## config.mk

```make
export PLATFORM = sky130hd
export DESIGN_NAME = ram_bank_steer
export DESIGN_NICKNAME = d
export VERILOG_FILES = /design/src/rtl/rbs_pkg.sv /design/src/rtl/rbs_ale_pipe.sv /design/src/rtl/rbs_bank_reg.sv /design/src/rtl/rbs_strobe_mux.sv /design/src/rtl/ram_bank_steer.sv
export SDC_FILE = /design/constraint.sdc
export NUM_CORES = 1
export LEC_CHECK = 0
export BUFFER_PORTS_ARGS = -buffer_cell sky130_fd_sc_hd__buf_2
export CAP_MARGIN = 20
export CELL_PAD_IN_SITES_DETAIL_PLACEMENT = 1
export CELL_PAD_IN_SITES_GLOBAL_PLACEMENT = 1
export CORE_AREA = 8 8 45 47
export DETAILED_ROUTE_END_ITERATION = 6
export DIE_AREA = 0 0 53 55
export PLACE_DENSITY_LB_ADDON = 0.1
export SLEW_MARGIN = 10
export SYNTH_ARGS = -nofsm -noshare
export SYNTH_HDL_FRONTEND = slang
export SYNTH_SLANG_ARGS = --single-unit
```

## constraint.sdc

```tcl
create_clock -name clk -period 1.04 [get_ports clk]
set_clock_uncertainty 0.05 [all_clocks]
set_input_delay 0.156 -clock clk [delete_from_list [all_inputs] [get_ports clk]]
set_output_delay 0.156 -clock clk [all_outputs]
set_load 0.01 [all_outputs]
```

## src/rtl/rbs_pkg.sv

```systemverilog
package rbs_pkg;

   // Kind of bus cycle held in the bank register.
   typedef enum logic {
      KIND_DATA = 1'b0,
      KIND_CODE = 1'b1
   } bank_kind_e;

   // Minimum depth of the address-latch sampling chain: one stage presets, a later stage captures.
   localparam int MIN_ALE_STAGES = 2;

endpackage

```

## src/rtl/rbs_ale_pipe.sv

```systemverilog
module rbs_ale_pipe #(
   parameter int STAGES = 2
) (
   input  logic clk,
   input  logic rst_n,
   input  logic ale,
   output logic preset_o,
   output logic capture_o
);
   localparam int LAST = STAGES - 1;

   logic [STAGES-1:0] stg_q;

   generate
      for (genvar i = 0; i < STAGES; i++) begin : g_stage
         if (i == 0) begin : g_head
            always_ff @(posedge clk) begin
               if (!rst_n) stg_q[i] <= 1'b0;
               else        stg_q[i] <= ale;
            end
         end else begin : g_tail
            always_ff @(posedge clk) begin
               if (!rst_n) stg_q[i] <= 1'b0;
               else        stg_q[i] <= stg_q[i-1];
            end
         end
      end
   endgenerate

   // The first stage holds the bank at code; the capture fires as the last stage falls.
   assign preset_o  = stg_q[0];
   assign capture_o = stg_q[LAST] & ~stg_q[LAST-1];

endmodule

```

## src/rtl/rbs_bank_reg.sv

```systemverilog
module rbs_bank_reg (
   input  logic                clk,
   input  logic                rst_n,
   input  logic                preset,
   input  logic                capture,
   input  logic                fetch_n,
   output rbs_pkg::bank_kind_e kind_q
);
   import rbs_pkg::*;

   always_ff @(posedge clk) begin
      if (!rst_n)       kind_q <= KIND_DATA;
      else if (preset)  kind_q <= KIND_CODE;
      else if (capture) kind_q <= fetch_n ? KIND_DATA : KIND_CODE;
   end

endmodule

```

## src/rtl/rbs_strobe_mux.sv

```systemverilog
module rbs_strobe_mux #(
   parameter bit CODE_HIGH = 1'b1
) (
   input  logic                boot_force,
   input  logic                preset,
   input  rbs_pkg::bank_kind_e kind_q,
   input  logic                fetch_n,
   input  logic                rd_n,
   input  logic                wr_n,
   output logic                bank_sel,
   output logic                ram_oe_n,
   output logic                ram_we_n
);
   import rbs_pkg::*;

   logic code_sel;

   // The override and the preset both win over the held cycle type.
   assign code_sel = boot_force | preset | (kind_q == KIND_CODE);

   generate
      if (CODE_HIGH) begin : g_pol_high
         assign bank_sel = code_sel;
      end else begin : g_pol_low
         assign bank_sel = ~code_sel;
      end
   endgenerate

   assign ram_oe_n = rd_n & fetch_n;
   assign ram_we_n = wr_n;

endmodule

```

## src/rtl/ram_bank_steer.sv

```systemverilog
module ram_bank_steer #(
   parameter int ALE_STAGES = 2,
   parameter bit CODE_HIGH  = 1'b1
) (
   input  logic clk,
   input  logic rst_n,
   input  logic ale,
   input  logic fetch_n,
   input  logic rd_n,
   input  logic wr_n,
   input  logic boot_force,
   output logic bank_sel,
   output logic ram_oe_n,
   output logic ram_we_n
);
   import rbs_pkg::*;

   generate
      if (ALE_STAGES < MIN_ALE_STAGES) begin : g_bad_stages
         $error("ram_bank_steer: ALE_STAGES must be at least 2");
      end
   endgenerate

   logic       preset;
   logic       capture;
   bank_kind_e kind_q;

   rbs_ale_pipe #(.STAGES(ALE_STAGES)) pipe_i (
      .clk       (clk),
      .rst_n     (rst_n),
      .ale       (ale),
      .preset_o  (preset),
      .capture_o (capture)
   );

   rbs_bank_reg breg_i (
      .clk     (clk),
      .rst_n   (rst_n),
      .preset  (preset),
      .capture (capture),
      .fetch_n (fetch_n),
      .kind_q  (kind_q)
   );

   rbs_strobe_mux #(.CODE_HIGH(CODE_HIGH)) mux_i (
      .boot_force (boot_force),
      .preset     (preset),
      .kind_q     (kind_q),
      .fetch_n    (fetch_n),
      .rd_n       (rd_n),
      .wr_n       (wr_n),
      .bank_sel   (bank_sel),
      .ram_oe_n   (ram_oe_n),
      .ram_we_n   (ram_we_n)
   );

endmodule

```

# Word-level counts from Yosys, hierarchy flattened

Cells that the tools add are included.
W data, S select, Z words.

Bitwise gates (word level): 5
Reduce and logical (&&, ||, !) cells: 1
Muxes and demuxes: 3

Operators by type and width:

| kind               | count |
|---|---|
| $mux W1            | 3 |
| $and A1 B1 Y1      | 2 |
| $or A1 B1 Y1       | 2 |
| $reduce_bool A2 Y1 | 1 |
| $not A1 Y1         | 1 |

Bits of input ports: 7
Output and inout port bits: 3
Register bits after elaboration: 3
Logic and storage cells: 12

# Logic depth before layout (Yosys ltp)

Gate-level depths: netlist of the first run.

Depth in word-level cells: 4
Gate-level depth with buffers: 2
Gate-level depth less buffers: 2

# Modules after synthesis

Synthesis of the first run repeated with hierarchy kept, for this count alone.

Cells, all modules: 12
Area, all modules: 123.9 um^2

By module, submodules not included:

| module         | sequential area each (um^2) | instances | area each (um^2) | cells each |
|---|---|---|---|---|
| rbs_ale_pipe   | 40.0                        | 1         | 62.6             | 5 |
| rbs_bank_reg   | 20.0                        | 1         | 41.3             | 4 |
| rbs_strobe_mux | 0.0                         | 1         | 20.0             | 3 |

# Worst setup path after synthesis of the first run

Ideal clock, no wire load.

Kind: register to output
Start: register breg_i.kind_q
End: output port bank_sel
Path slack: 0.147 ns
Cell stages (with the launch flop): 2
Data required time: 0.834 ns
Path buffers: 0
Arrival time: 0.687 ns
Cells stage by stage: dfxtp_1 -> or3_1

Cells in the longest elaborated chain, start to end: 1

Ends and longest elaborated chain:

| element                | RTL line             | text |
|---|---|---|
| from (decl)            | rbs_bank_reg.sv:7    | `output rbs_pkg::bank_kind_e kind_q` |
| from (signal assigned) | rbs_bank_reg.sv:14   | `else if (capture) kind_q <= fetch_n ? KIND_DATA : KIND_CODE;` |
| $or A1 B1 Y1           | rbs_strobe_mux.sv:19 | `assign code_sel = boot_force \| preset \| (kind_q == KIND_CODE);` |
| to (decl)              | ram_bank_steer.sv:12 | `output logic bank_sel,` |

No other way between the ends.

# Worst setup path in the final report of the first run

Start: register pipe_i.stg_q[0] (netlist: pipe_i.preset_o)
End: output port bank_sel

Cells in the longest elaborated chain, start to end: 2

Ends and longest elaborated chain:

| element                           | RTL line             | text |
|---|---|---|
| from (decl)                       | rbs_ale_pipe.sv:12   | `logic [STAGES-1:0] stg_q;` |
| from (signal, indexed assignment) | rbs_ale_pipe.sv:19   | `else stg_q[i] <= ale;` |
| $or A1 B1 Y1 (2 in series)        | rbs_strobe_mux.sv:19 |  |

No other way between the ends.

==> impl_metrics.tcl, run 1 <==
set metrics [dict create \
    syn_nets 18 \
    start_util_pct 8.23 \
    grt_busiest_layer "met3" \
    p_int_w 0.000285 \
    drt-pass1-iter-count 1 \
    slowest_delay_ns 0.33 \
    setup_viol 1 \
    drtAntennaViolNets 0 \
    peakVddDrop_mv 0.730 \
    status "finished with violations" \
    rrSetupSlack_ns 0.19 \
    worstSetupPathType "register to output port" \
    critPathTopFamily "simple AND/OR/NAND/NOR gates" \
    wirelength_um 314 \
    clkSinkCount 3 \
    critPathBufInv 1 \
    numCtsBuffers 3 \
    period_needed_ns 1.23 \
    finalCritPeriodShare_pct 118 \
    io-pin-count 10 \
    grt_max_degree 4 \
    cp_cell_sequence "or3_1 -> buf_2" \
    power_frac_comb_pct 8.1 \
    cp.required_ns 0.83 \
    synth_area_um2 114 \
    clock-root-buffer "clkbuf_4" \
    synth_seq_area_share_pct 52.7 \
    fin_nets 29 \
    critPathMaxFanout 3 \
    met3_usage_pct 4.28 \
    htreeDepth 1 \
    p_sw_share_pct 20.1 \
    met1_usage_pct 1.97 \
    startpoint "pipe_i.preset_o" \
    clk_pin_slew_worst_paths_ns 0.03 \
    num_antenna_cells 0 \
    switching_power_w 0.0000718 \
    port_buffers 7 \
    p_clk_share_pct 56.3 \
    cts_tree "built" \
    critPathCapture "bank_sel" \
    wl_per_cell_um 8.49 \
    worst_slack_ns -0.187 \
    grt_use_met2_pct 2.73 \
    slew_headroom_pct 93.9 \
    cp-start-kind "register" \
    crit_cells 2 \
    failed_checks "setup timing" \
    drt_iter0_drc 0 \
    p_leak_nw 0.0861 \
    grt_pass1_wl_um 427 \
    stdcell_area_um2 190 \
    grt_overflow 0 \
    ys_types 6 \
    cts_max_path_buffers 2 \
    dieArea_mm2 0.00292 \
    hold_violations 0 \
    r2r_end "breg_i.kind_q" \
    dpl_worst_slack_ns 0.0457 \
    vias 115 \
    synthCells 11 \
    die_h_um 55 \
    drv_slew 0 \
    post-route-util_pct 13.7 \
    placed_area_um2 161 \
    crit_slowest_cell "or3_1" \
    grt_pass1_vias 106 \
    grt_util_all_layers_pct 2.51 \
    syn_avg_cell_area_um2 10.4 \
    reg2regPathDepth 2 \
    clk_latency_ns 0.23 \
    fin_cells 37 \
    antenna_found_initial 0 \
    yosys_warnings 0 \
    area_delta_synth_final_pct 67.0 \
    maxCapViolCount 0 \
    clock.fmax_mhz 815 \
    die_w_um 53 \
    power_density_mw_per_mm2 1880 \
    rows 14 \
    core_region_area_mm2 0.00138 \
    dpl.cell_count 33 \
    rsz0062_at_grt "yes" \
    drive_above_1_share_pct 57.1 \
    critical_path_arrival_ns 1.02 \
    reg2reg_from "breg_i.kind_q" \
    hold_ws_ns 0.0744 \
    end_kind "output port" \
    hold_path_class "primary input to register" \
    seq_power_share_pct 35.5 \
    drcViolationCount 0 \
    vias_per_cell 3.11 \
    tightest_slew_ns 0.0915 \
    routabilityCongestion 0.534 \
    ys_seq_elements 3 \
]
## cell usage after synthesis
| library cell | n | area [um^2] |
|---|---|---|
| and2_1 | 3 | 18.8 |
| dfxtp_1 | 3 | 60.1 |
| nor2b_1 | 2 | 12.5 |
| buf_4 | 1 | 7.51 |
| o31a_1 | 1 | 8.76 |
| or3_1 | 1 | 6.26 |
## cells by family (layout without fill, tap and decap cells)
logic type      after synthesis  after routing  synth area share (%)
simple gates                  6              6                  33.0
flops                         3              3                  52.7
buf+inv                       1             11                  6.60
compound gates                1              1                  7.69
## power groups by stage
| stage | Clock [W] | Combinational (W) | Sequential, W |
|---|---|---|---|
| CTS | 0.000210 | 0.0000299 | 0.000127 |
| floorplan | 0 | 0.0000178 | 0.000126 |
| detailed placement | 0 | 0.0000294 | 0.000128 |
| global route | 0.000231 | 0.0000321 | 0.000128 |
| finish | 0.000201 | 0.0000291 | 0.000127 |
| global placement | 0 | 0.0000289 | 0.000128 |
## layout by cell type (no fill, tap or decap)
cell type  instances
dfxtp_2            2
clkbuf_1           1
or3_1              1
dfxtp_1            1
and2_1             3
buf_2              7
nor2b_1            2
o31a_1             1
clkbuf_4           3
## repair_timing
item                                   in CTS  in global routing
pin swaps                                   1                  0
endpoints found under the hold margin       0                  0
setup endpoints to repair                   1                  1
setup buffers                               0                  0
hold buffers                                0                  0
gates resized for setup                     2                  0
## state kept, by name, summed over array words and instances (netlist names)
register / count
pipe_i.preset_o: 1
breg_i.kind_q: 1
pipe_i.stg_q: 1
## stage by stage
step	power, W	TNS (ns)
floorplan	0.000144	0
global placement	0.000157	0
detailed placement	0.000157	0
CTS	0.000367	-0.201
global route	0.000391	-0.227
finish	0.000357	-0.187
## per-layer routing
metal  up-vias  wire length (um)  part of all wire (%)
li1         54                 -                     -
met1        53               125                    40
met2         8               123                    39
met3         0                66                    21
met4         0                 0                     0
met5         -                 0                     0
## final cells by class
type	instances	area, um^2
repair buffers	7	35.0
flip-flops and latches	3	62.6
well taps	16	20.0
clock buffers	4	26.3
fillers	164	1190
multi-input cells	7	46.3
## worst min-delay path by stage
| stage | startpoint | end | slack (ns) | cells past startpoint |
|---|---|---|---|---|
| global route | ale | pipe_i.preset_o | 0.07 | 2 |
| CTS | ale | pipe_i.preset_o | 0.07 | 2 |
| detailed placement | wr_n | ram_we_n | 0.26 | 0 |
| global placement | wr_n | ram_we_n | 0.26 | 0 |
| floorplan | ale | pipe_i.preset_o | 0.23 | 1 |
| finish | ale | pipe_i.preset_o | 0.07 | 2 |
Power figures use the tool's default switching activity.
==> inputs of run 2 (changes only) <==
==> constraint.sdc (replaced) <==
create_clock -name clk -period 1.04 [get_ports clk]
set_clock_uncertainty 0.05 [all_clocks]
set_input_delay 0.156 -clock clk [delete_from_list [all_inputs] [get_ports clk]]
set_output_delay 0.156 -clock clk [all_outputs]
set_load 0.05 [all_outputs]
==> run 2 against run 1 <==
Against the previous run: the run still ends with setup timing left; core utilization is 1.5 points higher; final area up 11%; maximum frequency down 3.0%; via count shrank 7.0%; global-route usage up 0.43 points; combinational power increased by 98%; sequential share of layout area down 3.9 points; critical path type unchanged; critical endpoint unchanged.
==> impl_metrics.tcl, run 2 (same netlist as run 1, synthesis figures left out) <==
set metrics [dict create \
    status "finished with violations" \
    failed_checks "setup timing" \
    slowest_delay_ns 0.36 \
    wirelength_um 315 \
    antenna_found_initial 0 \
    rsz0062_at_grt "yes" \
    power_w 0.000383 \
    cts_tree "built" \
    end_kind "output port" \
    power_density_mw_per_mm2 1810 \
    start_util_pct 8.23 \
    seq_power_share_pct 33.0 \
    clock.fmax_mhz 791 \
    final_cell_mix "buf_2 (6), and2_1 (3), clkbuf_4 (3), nor2b_1 (2), dfxtp_1 (2)" \
    holdBufCountCts 0 \
    vias 107 \
    period_needed_ns 1.26 \
    drtAntennaViolNets 0 \
    drt_iter0_drc 0 \
    grt_overflow 0 \
    switching_power_w 0.0000875 \
    wl_per_cell_um 8.29 \
    drive_above_1_share_pct 59.1 \
    p_sw_share_pct 22.9 \
    post_cts.repair.setup_buffers 0 \
    p_leak_nw 0.0960 \
    die_w_um 53 \
    slew_headroom_pct 83.4 \
    dieArea_mm2 0.00292 \
    p_int_w 0.000295 \
    power_frac_comb_pct 15.0 \
    hold_violations 0 \
    cp_cell_sequence "or3_4 -> buf_8" \
    drt-pass1-iter-count 1 \
    num_antenna_cells 0 \
    setup_viol 1 \
    critPathTopFamily "simple AND/OR/NAND/NOR gates" \
    cts_max_path_buffers 2 \
    routabilityCongestion 0.608 \
    p_clk_share_pct 52.0 \
    tightest_slew_ns 0.251 \
    drcViolationCount 0 \
    vias_per_cell 2.82 \
    cp.required_ns 0.83 \
    clk_pin_slew_worst_paths_ns 0.03 \
    critPathBufInv 1 \
    clkSinkCount 3 \
    fin_tns_setup_ns -0.225 \
    numCtsBuffers 3 \
    hold_path_class "primary input to register" \
    grt_util_all_layers_pct 2.95 \
    grt_max_degree 4 \
    io-pin-count 10 \
    drv_slew 0 \
    maxCapViolCount 0 \
    critical_path_arrival_ns 1.06 \
    clock-root-buffer "clkbuf_4" \
    fin_nets 30 \
    crit_slowest_cell "or3_4" \
    grt_pass1_wl_um 517 \
    rows 14 \
    die_h_um 55 \
    critPathMaxFanout 2 \
    port_buffers 7 \
    clk_latency_ns 0.23 \
    area_delta_synth_final_pct 85.7 \
    grt_pass1_vias 157 \
    peakVddDrop_mv 0.395 \
    post-route-util_pct 15.3 \
    final_common_cell "buf_2" \
    finalCritPeriodShare_pct 122 \
    cp-start-kind "register" \
    worst_slack_ns -0.225 \
    core_region_area_mm2 0.00138 \
    htreeDepth 1 \
    worstSetupPathType "register to output port" \
]
[run 2: cell count changes in the layout (fill, tap and decap cells not counted), sizes merged]
cell  delta
buf      +1
[run 2: power groups by stage]
stage / sequential, W / clock [W] / combinational (W)
2_1_floorplan: 0.000127 / 0 / 0.0000428
3_3_place_gp: 0.000127 / 0 / 0.0000515
3_5_place_dp: 0.000128 / 0 / 0.0000513
6_report: 0.000126 / 0.000199 / 0.0000576
5_1_grt: 0.000127 / 0.000227 / 0.0000623
4_1_cts: 0.000126 / 0.000211 / 0.0000588
[run 2: per-layer routing]
| layer | GRT usage [%] | vias to the layer above | part of all wire [%] |
|---|---|---|---|
| li1 | - | 56 | - |
| met1 | 1.97 | 47 | 36 |
| met2 | 3.91 | 4 | 55 |
| met3 | 1.60 | 0 | 8.6 |
| met4 | 6.47 | 0 | 0 |
| met5 | 0 | - | 0 |
[run 2: path summary, 6_finish.rpt]
check        cells past startpoint  slack, ns              end            start
min                              2       0.08  pipe_i.preset_o              ale
max                              2      -0.22         bank_sel  pipe_i.preset_o
max reg2reg                      2       0.17    breg_i.kind_q  pipe_i.preset_o
min reg2reg                      2       0.51  pipe_i.stg_q[1]  pipe_i.preset_o
[run 2: cell type report]
type                            count  area, um^2
Clock buffer                        4        26.3
Fill cell                         164        1170
Multi-Input combinational cell      7        51.3
Sequential cell                     3        61.3
Tap cell                           16        20.0
Timing Repair Buffer                8        52.6
[run 2: worst register-to-register path: cells and delay by family (launching register included)]
kind | cells | cell delay (ns)
buffers and inverters | 1 | 0.12
DFF | 1 | 0.31
AOI/OAI and AO/OA | 1 | 0.28
[run 2: stage by stage]
stage / hold WS, ns / instances / worst slack [ns] / instance area, um^2
global placement: 0.262 / 34 / -0.0320 / 174
finish: 0.0763 / 38 / -0.225 / 211
floorplan: 0.228 / 11 / 0.0823 / 119
CTS: 0.0675 / 38 / -0.240 / 210
global route: 0.0799 / 38 / -0.266 / 211
detailed placement: 0.262 / 34 / -0.0449 / 174
[run 2: what timing repair did]
item	CTS	global route
pin swaps	1	0
resized for setup	3	1
hold endpoints to repair	0	0
endpoints found under the setup margin	1	1
